--- src/rtl/wrc_pkg.sv ---
`timescale 1ns/1ps
package wrc_pkg;
  localparam int unsigned DEF_NUM_WAKE = 16;
  localparam int unsigned RACE_BITS    = 2;

  // Next state of one sticky bit: a capture beats a clear.
  function automatic logic wrc_next_bit(input logic cur, input logic clr, input logic hit);
    return hit | (cur & ~clr);
  endfunction

  // Arm state update: suppress disarms, entry arms, otherwise hold.
  function automatic logic wrc_next_arm(input logic cur, input logic entry, input logic dis);
    return dis ? 1'b0 : (cur | entry);
  endfunction
endpackage

--- src/rtl/wrc_arm_ctrl.sv ---
`timescale 1ns/1ps
module wrc_arm_ctrl
  import wrc_pkg::*;
(
  input  logic clk_i,
  input  logic rst_ni,
  input  logic entry_start_i,
  input  logic cap_dis_i,
  output logic armed_o,
  output logic cap_en_o
);
  logic armed_q;

  always_ff @(posedge clk_i or negedge rst_ni) begin
    if (!rst_ni) armed_q <= 1'b0;
    else         armed_q <= wrc_next_arm(armed_q, entry_start_i, cap_dis_i);
  end

  assign armed_o  = armed_q;
  assign cap_en_o = armed_q & ~cap_dis_i;

  AST_ARM_ON_ENTRY: assert property (@(posedge clk_i) disable iff (!rst_ni)
    (entry_start_i && !cap_dis_i) |=> armed_o);
  AST_DISARM_ON_SUPPRESS: assert property (@(posedge clk_i) disable iff (!rst_ni)
    cap_dis_i |=> !armed_o);
  AST_NO_SELF_REARM: assert property (@(posedge clk_i) disable iff (!rst_ni)
    (!armed_o && !entry_start_i) |=> !armed_o);
endmodule

--- src/rtl/wrc_reason_bit.sv ---
`timescale 1ns/1ps
module wrc_reason_bit
  import wrc_pkg::*;
(
  input  logic clk_i,
  input  logic rst_ni,
  input  logic hit_i,
  input  logic clr_i,
  output logic q_o
);
  logic q;

  always_ff @(posedge clk_i or negedge rst_ni) begin
    if (!rst_ni) q <= 1'b0;
    else         q <= wrc_next_bit(q, clr_i, hit_i);
  end

  assign q_o = q;

  AST_CAPTURE_WINS: assert property (@(posedge clk_i) disable iff (!rst_ni)
    hit_i |=> q_o);
  AST_STICKY: assert property (@(posedge clk_i) disable iff (!rst_ni)
    (q_o && !clr_i) |=> q_o);
  AST_CLEAR_TAKES: assert property (@(posedge clk_i) disable iff (!rst_ni)
    (clr_i && !hit_i) |=> !q_o);
endmodule

--- src/rtl/wake_reason_capture.sv ---
`timescale 1ns/1ps
module wake_reason_capture
  import wrc_pkg::*;
#(
  parameter int unsigned NUM_WAKE = DEF_NUM_WAKE
) (
  input  logic                           clk_i,
  input  logic                           rst_ni,
  input  logic [NUM_WAKE-1:0]            wake_req_i,
  input  logic                           fall_thru_i,
  input  logic                           abort_i,
  input  logic                           entry_start_i,
  input  logic                           cap_dis_i,
  input  logic                           clr_we_i,
  input  logic [NUM_WAKE+RACE_BITS-1:0]  clr_mask_i,
  output logic [NUM_WAKE+RACE_BITS-1:0]  reasons_o,
  output logic                           armed_o,
  output logic                           wake_irq_o
);
  localparam int unsigned REASON_W = NUM_WAKE + RACE_BITS;
  localparam int unsigned FT_POS   = NUM_WAKE;
  localparam int unsigned AB_POS   = NUM_WAKE + 1;

  // Named internal events for assertions
  logic                cap_en;
  logic [REASON_W-1:0] events;
  logic [REASON_W-1:0] hit;
  logic [REASON_W-1:0] clr;

  wrc_arm_ctrl u_arm (
    .clk_i         (clk_i),
    .rst_ni        (rst_ni),
    .entry_start_i (entry_start_i),
    .cap_dis_i     (cap_dis_i),
    .armed_o       (armed_o),
    .cap_en_o      (cap_en)
  );

  always_comb begin
    events             = '0;
    events[NUM_WAKE-1:0] = wake_req_i;
    events[FT_POS]     = fall_thru_i;
    events[AB_POS]     = abort_i;
  end

  assign hit = events & {REASON_W{cap_en}};
  assign clr = clr_mask_i & {REASON_W{clr_we_i}};

  for (genvar b = 0; b < REASON_W; b++) begin : g_bit
    wrc_reason_bit u_bit (
      .clk_i  (clk_i),
      .rst_ni (rst_ni),
      .hit_i  (hit[b]),
      .clr_i  (clr[b]),
      .q_o    (reasons_o[b])
    );
  end

  assign wake_irq_o = |reasons_o;

  AST_NO_CAPTURE_UNARMED: assert property (@(posedge clk_i) disable iff (!rst_ni)
    !armed_o |=> ((reasons_o & ~$past(reasons_o)) == '0));
  AST_NO_CAPTURE_SUPPRESSED: assert property (@(posedge clk_i) disable iff (!rst_ni)
    cap_dis_i |=> ((reasons_o & ~$past(reasons_o)) == '0));
  AST_SUPPRESS_KEEPS: assert property (@(posedge clk_i) disable iff (!rst_ni)
    (cap_dis_i && !clr_we_i) |=> (reasons_o == $past(reasons_o)));
  AST_FT_POSITION: assert property (@(posedge clk_i) disable iff (!rst_ni)
    (armed_o && !cap_dis_i && fall_thru_i) |=> reasons_o[FT_POS]);
  AST_AB_POSITION: assert property (@(posedge clk_i) disable iff (!rst_ni)
    (armed_o && !cap_dis_i && abort_i) |=> reasons_o[AB_POS]);
endmodule

--- config.mk ---
export PLATFORM = sky130hd
export DESIGN_NAME = wake_reason_capture
export DESIGN_NICKNAME = d
export VERILOG_FILES = /design/src/rtl/wrc_pkg.sv /design/src/rtl/wrc_arm_ctrl.sv /design/src/rtl/wrc_reason_bit.sv /design/src/rtl/wake_reason_capture.sv
export SDC_FILE = /design/constraint.sdc
export NUM_CORES = 1
export LEC_CHECK = 0
export CAP_MARGIN = 30
export CORE_ASPECT_RATIO = 1.1
export CORE_MARGIN = 3
export CORE_UTILIZATION = 27
export CTS_CLUSTER_SIZE = 8
export DETAILED_ROUTE_END_ITERATION = 12
export GPL_ROUTABILITY_DRIVEN = 0
export GPL_TIMING_DRIVEN = 0
export SYNTH_ARGS = -nofsm -noshare
export SYNTH_HDL_FRONTEND = slang
export SYNTH_SLANG_ARGS = --single-unit
export TNS_END_PERCENT = 20
--- constraint.sdc ---
create_clock -name clk_i -period 2.42 [get_ports clk_i]
set_clock_uncertainty 0.15 [all_clocks]
set_input_delay 0.484 -clock clk_i [delete_from_list [all_inputs] [get_ports clk_i]]
set_output_delay 0.484 -clock clk_i [all_outputs]
set_load 0.05 [all_outputs]
After elaboration in Yosys (flattened, before gate mapping)

Index checks and enable logic that the tools add are counted.

Memories: 0
Output and inout bits: 20
Logic and storage cells: 80
Bits in writable memories: 0
Register bits after elaboration: 19
Latch bits: 0
ROM bits: 0
Input port bits: 41

Mux-type cells: 1
Equal/unequal tests: 0
Bitwise logic cells: 59
$lt $le $gt $ge: 0
Reduce and logical (&&, ||, !) cells: 1
Shift operators: 0
Div/mod/pow operators: 0
$add $sub $neg: 0
$mul: 0

Operator list:

| operator          | count |
|---|---|
| $and A18 B18 Y18  | 2 |
| $and A1 B1 Y1     | 19 |
| $not A1 Y1        | 19 |
| $or A1 B1 Y1      | 19 |
| $reduce_or A18 Y1 | 1 |
| $mux W1           | 1 |

Logic depth before layout (Yosys ltp)

Depth in word-level cells: 4
Gate-level depth with buffers: 4

Hierarchy

Synthesis repeated with hierarchy kept, for this count alone.

Cell total of the unflattened synthesis: 101
Area, all modules: 965.9 µm²

Modules (own cells, without submodules):

| module              | instances | sequential area each (µm²) | area an instance (µm²) | cells each |
|---|---|---|---|---|
| wrc_reason_bit      | 18        | 25.0                       | 36.3                   | 3 |
| wake_reason_capture | 1         | 0.0                        | 271.5                  | 44 |
| wrc_arm_ctrl        | 1         | 25.0                       | 41.3                   | 3 |

Least setup slack after synthesis

Ideal clock, no wire load.

Path type: register to output
Start: reg g_bit[12].u_bit.q
End: out wake_irq_o
Arrival: 1586 ps
Slack: 200 ps
Stages on the path, launching flop included: 3
Cells stage by stage: dfrtp_1 -> or4_1 -> or4_1

Cells in the longest elaborated chain, start to end: 1

Ends and longest elaborated chain:

| what                   | RTL line                  | text |
|---|---|---|
| start, declared        | wrc_reason_bit.sv:11      | `logic q;` |
| start signal, assigned | wrc_reason_bit.sv:15      | `else q <= wrc_next_bit(q, clr_i, hit_i);` |
| $reduce_or A18 Y1      | wake_reason_capture.sv:59 | `assign wake_irq_o = \|reasons_o;` |
| end, declared          | wake_reason_capture.sv:18 | `output logic wake_irq_o` |

Every way passes these cells.

Worst setup path after layout

Start: reg g_bit[13].u_bit.q
End: out wake_irq_o

Cells in the longest elaborated chain, start to end: 1

Ends and longest elaborated chain:

| what                   | RTL line |
|---|---|
| start, declared        | wrc_reason_bit.sv:11 |
| start signal, assigned | wrc_reason_bit.sv:15 |
| $reduce_or A18 Y1      | wake_reason_capture.sv:59 |

Every way passes these cells.

==> impl_metrics.env <==
export IMPL_synth_seq_area_share_pct=52.5
export IMPL_synth_area_sq_um=906
export IMPL_tns_ns=-0.0485
export IMPL_rows=21
export IMPL_synth_edff_count=0
export IMPL_cp_end_kind="output port"
export IMPL_final_util_pct=51.4
export IMPL_syn_inst=86
export IMPL_yosys_area_top_type="dfrtp_1"
export IMPL_io_buffers=59
export IMPL_clk_latency_ns=0.30
export IMPL_root_buffer="clkbuf_4"
export IMPL_vias_per_cell=4.65
export IMPL_rsz0062_at_grt="true"
export IMPL_slew_headroom_pct=46.1
export IMPL_dp_slack_ns=-0.335
export IMPL_fin_ws_ns=-0.0485
export IMPL_grt_max_degree=20
export IMPL_yosysTopAreaCellShare_pct=52.5
export IMPL_overflow=0
export IMPL_ys_ff_latch=19
export IMPL_dr_pass1_iters=2
export IMPL_antenna_found_initial=0
export IMPL_coreArea_sq_um=3130
export IMPL_finalCritPeriodShare_pct=102
export IMPL_grt_use_total_pct=13.1
export IMPL_synth_top_cells_by_area="dfrtp_1, a22o_1, buf_4, nand2_1, nor4_1"
export IMPL_post_dp_hpwl_microns=2000
export IMPL_routed_wl_microns=2500
export IMPL_drv_cap=0
export IMPL_worst_setup_path_type="reg -> out"
export IMPL_finalHoldViolCount=0
export IMPL_initial_utilization_pct=29.0
export IMPL_p_total_uw=971
export IMPL_die_w_microns=61.2
export IMPL_drt_iter0_markers=17
export IMPL_report_final_slew_viol_count=0
export IMPL_clk_pin_slew_worst_paths_ns=0.11
export IMPL_wl_per_cell_microns=13.5
export IMPL_grt_pass1_wl_microns=3950
export IMPL_path_max_fanout=3
export IMPL_synthTopCellsByCount="dfrtp_1, buf_4, nand2_1, a22o_1"
export IMPL_yosysMostFrequentCell="dfrtp_1"
export IMPL_irDropWorstVdd_uv=245
export IMPL_synthFlopType="dfrtp_1"
export IMPL_setup_viol=1
export IMPL_cts_sinks=19
export IMPL_leakage_uw=0.000732
export IMPL_finalCriticalPeriod_ns=2.47
export IMPL_die_h_microns=66.8
export IMPL_cts_path_max_buffers=2
export IMPL_critPathLaunchType="flop"
export IMPL_cp_required_ns=1.79
export IMPL_grt_pass1_vias=881
export IMPL_final_layout_size_suffix_gt1_share_pct=20.5
export IMPL_synth_cell_types=12
export IMPL_async_flop_share_pct=100
export IMPL_violations="setup timing"
export IMPL_status="finished with violations"
export IMPL_final_nets=193
export IMPL_worst_pin_slew_ns=0.806
export IMPL_yosysWarningCount=0
export IMPL_syn_avg_cell_area_sq_um=10.5
export IMPL_cts_tree="yes"
export IMPL_crit_arrival_ns=1.83
export IMPL_diodes=0
export IMPL_num_vias=861
export IMPL_h_tree_depth=1
export IMPL_fmax_mhz=405
export IMPL_pin_count=61
export IMPL_worstHoldPathType="reg -> reg"
export IMPL_antenna_left=0
export IMPL_cts_inserted_buffers=3
export IMPL_drcViolationCount=0
export IMPL_die_area_sq_um=4090
export IMPL_syn_num_nets=127
export IMPL_p_per_area_nw_per_um2=604
export IMPL_syn2layout_area_growth_pct=77.3
==> where the power goes <==
group          total, uW  internal (uW)  leakage (uW)  switching (uW)
logic                418            208      0.000471             209
clock network        164           61.6     0.0000177             102
registers            389            355      0.000244            34.1
==> worst max-delay path, stage by stage, from the launching register on <==
cell,delay (ns)
dfrtp_1,0.42
or4_4,0.51
or4_4,0.43
buf_8,0.17
==> final timing paths <==
| kind | startpoint | endpoint | slack, ns | depth (start not counted) |
|---|---|---|---|---|
| worst max-delay path | g_bit[13].u_bit.q_o$_DFF_PN0_ | wake_irq_o | -0.05 | 3 |
| worst min register to register | u_arm.armed_o$_DFF_PN0_ | u_arm.armed_o$_DFF_PN0_ | 0.38 | 2 |
| min in group asynchronous | rst_ni | g_bit[13].u_bit.q_o$_DFF_PN0_ | 0.48 | 1 |
| worst min-delay path | u_arm.armed_o$_DFF_PN0_ | u_arm.armed_o$_DFF_PN0_ | 0.38 | 2 |
| worst max register to register | u_arm.armed_o$_DFF_PN0_ | g_bit[16].u_bit.q_o$_DFF_PN0_ | 0.89 | 4 |
| max in group asynchronous | rst_ni | g_bit[4].u_bit.q_o$_DFF_PN0_ | 1.14 | 1 |
==> layer usage <==
layer | GRT usage [%] | up-vias | part of all wire, %
li1 | - | 416 | -
met1 | 16.1 | 417 | 41
met2 | 22.4 | 26 | 54
met3 | 1.94 | 2 | 4.0
met4 | 4.88 | 0 | 0.44
met5 | 0 | - | 0
==> cell families after synthesis <==
logic type | after synthesis | synth area share [%]
AND/OR/NAND/NOR | 27 | 13.3
buffers and inverters | 22 | 16.7
flip-flops | 19 | 52.5
AO/OA/AOI/OAI | 18 | 17.5
==> final cells by class <==
type | count | area (sq um)
Multi-Input combinational cell | 45 | 299
Timing Repair Buffer | 61 | 611
Clock buffer | 3 | 22.5
Clock inverter | 1 | 5.00
Fill cell | 311 | 1520
Sequential cell | 19 | 475
Tap cell | 34 | 42.5
Buffer | 22 | 151
==> cell usage in the layout (no fill, tap or decap), types with 2 or more instances in the layout <==
| cell type | netlist | layout |
|---|---|---|
| nor4_2 | 0 | 2 |
| buf_4 | 18 | 20 |
| nand2_1 | 18 | 18 |
| clkbuf_4 | 0 | 3 |
| clkbuf_1 | 3 | 3 |
| dfrtp_1 | 19 | 19 |
| or4_4 | 0 | 2 |
| nor2_1 | 2 | 2 |
| clkdlybuf4s50_1 | 0 | 58 |
| a22o_1 | 17 | 17 |
==> flip-flops by register name (all words and copies together) (netlist names) <==
| name | flops |
|---|---|
| u_arm.armed_o | 1 |
| g_bit.u_bit.q_o | 18 |
==> repair_timing <==
item,CTS,global route
setup endpoints to repair,1,1
resized for setup,12,0
buffers inserted,1,1
pin swaps,1,2
hold buffers,0,0
==> through the flow <==
stage          hold WS, ns  instance area (sq um)  std cells
6_report             0.385                   1610        185
5_1_grt              0.413                   1610        185
4_1_cts              0.393                   1600        184
3_5_place_dp         0.359                   1540        179
3_3_place_gp         0.355                   1540        179
2_1_floorplan       0.0384                    906         86
Power figures use the tool's default switching activity.
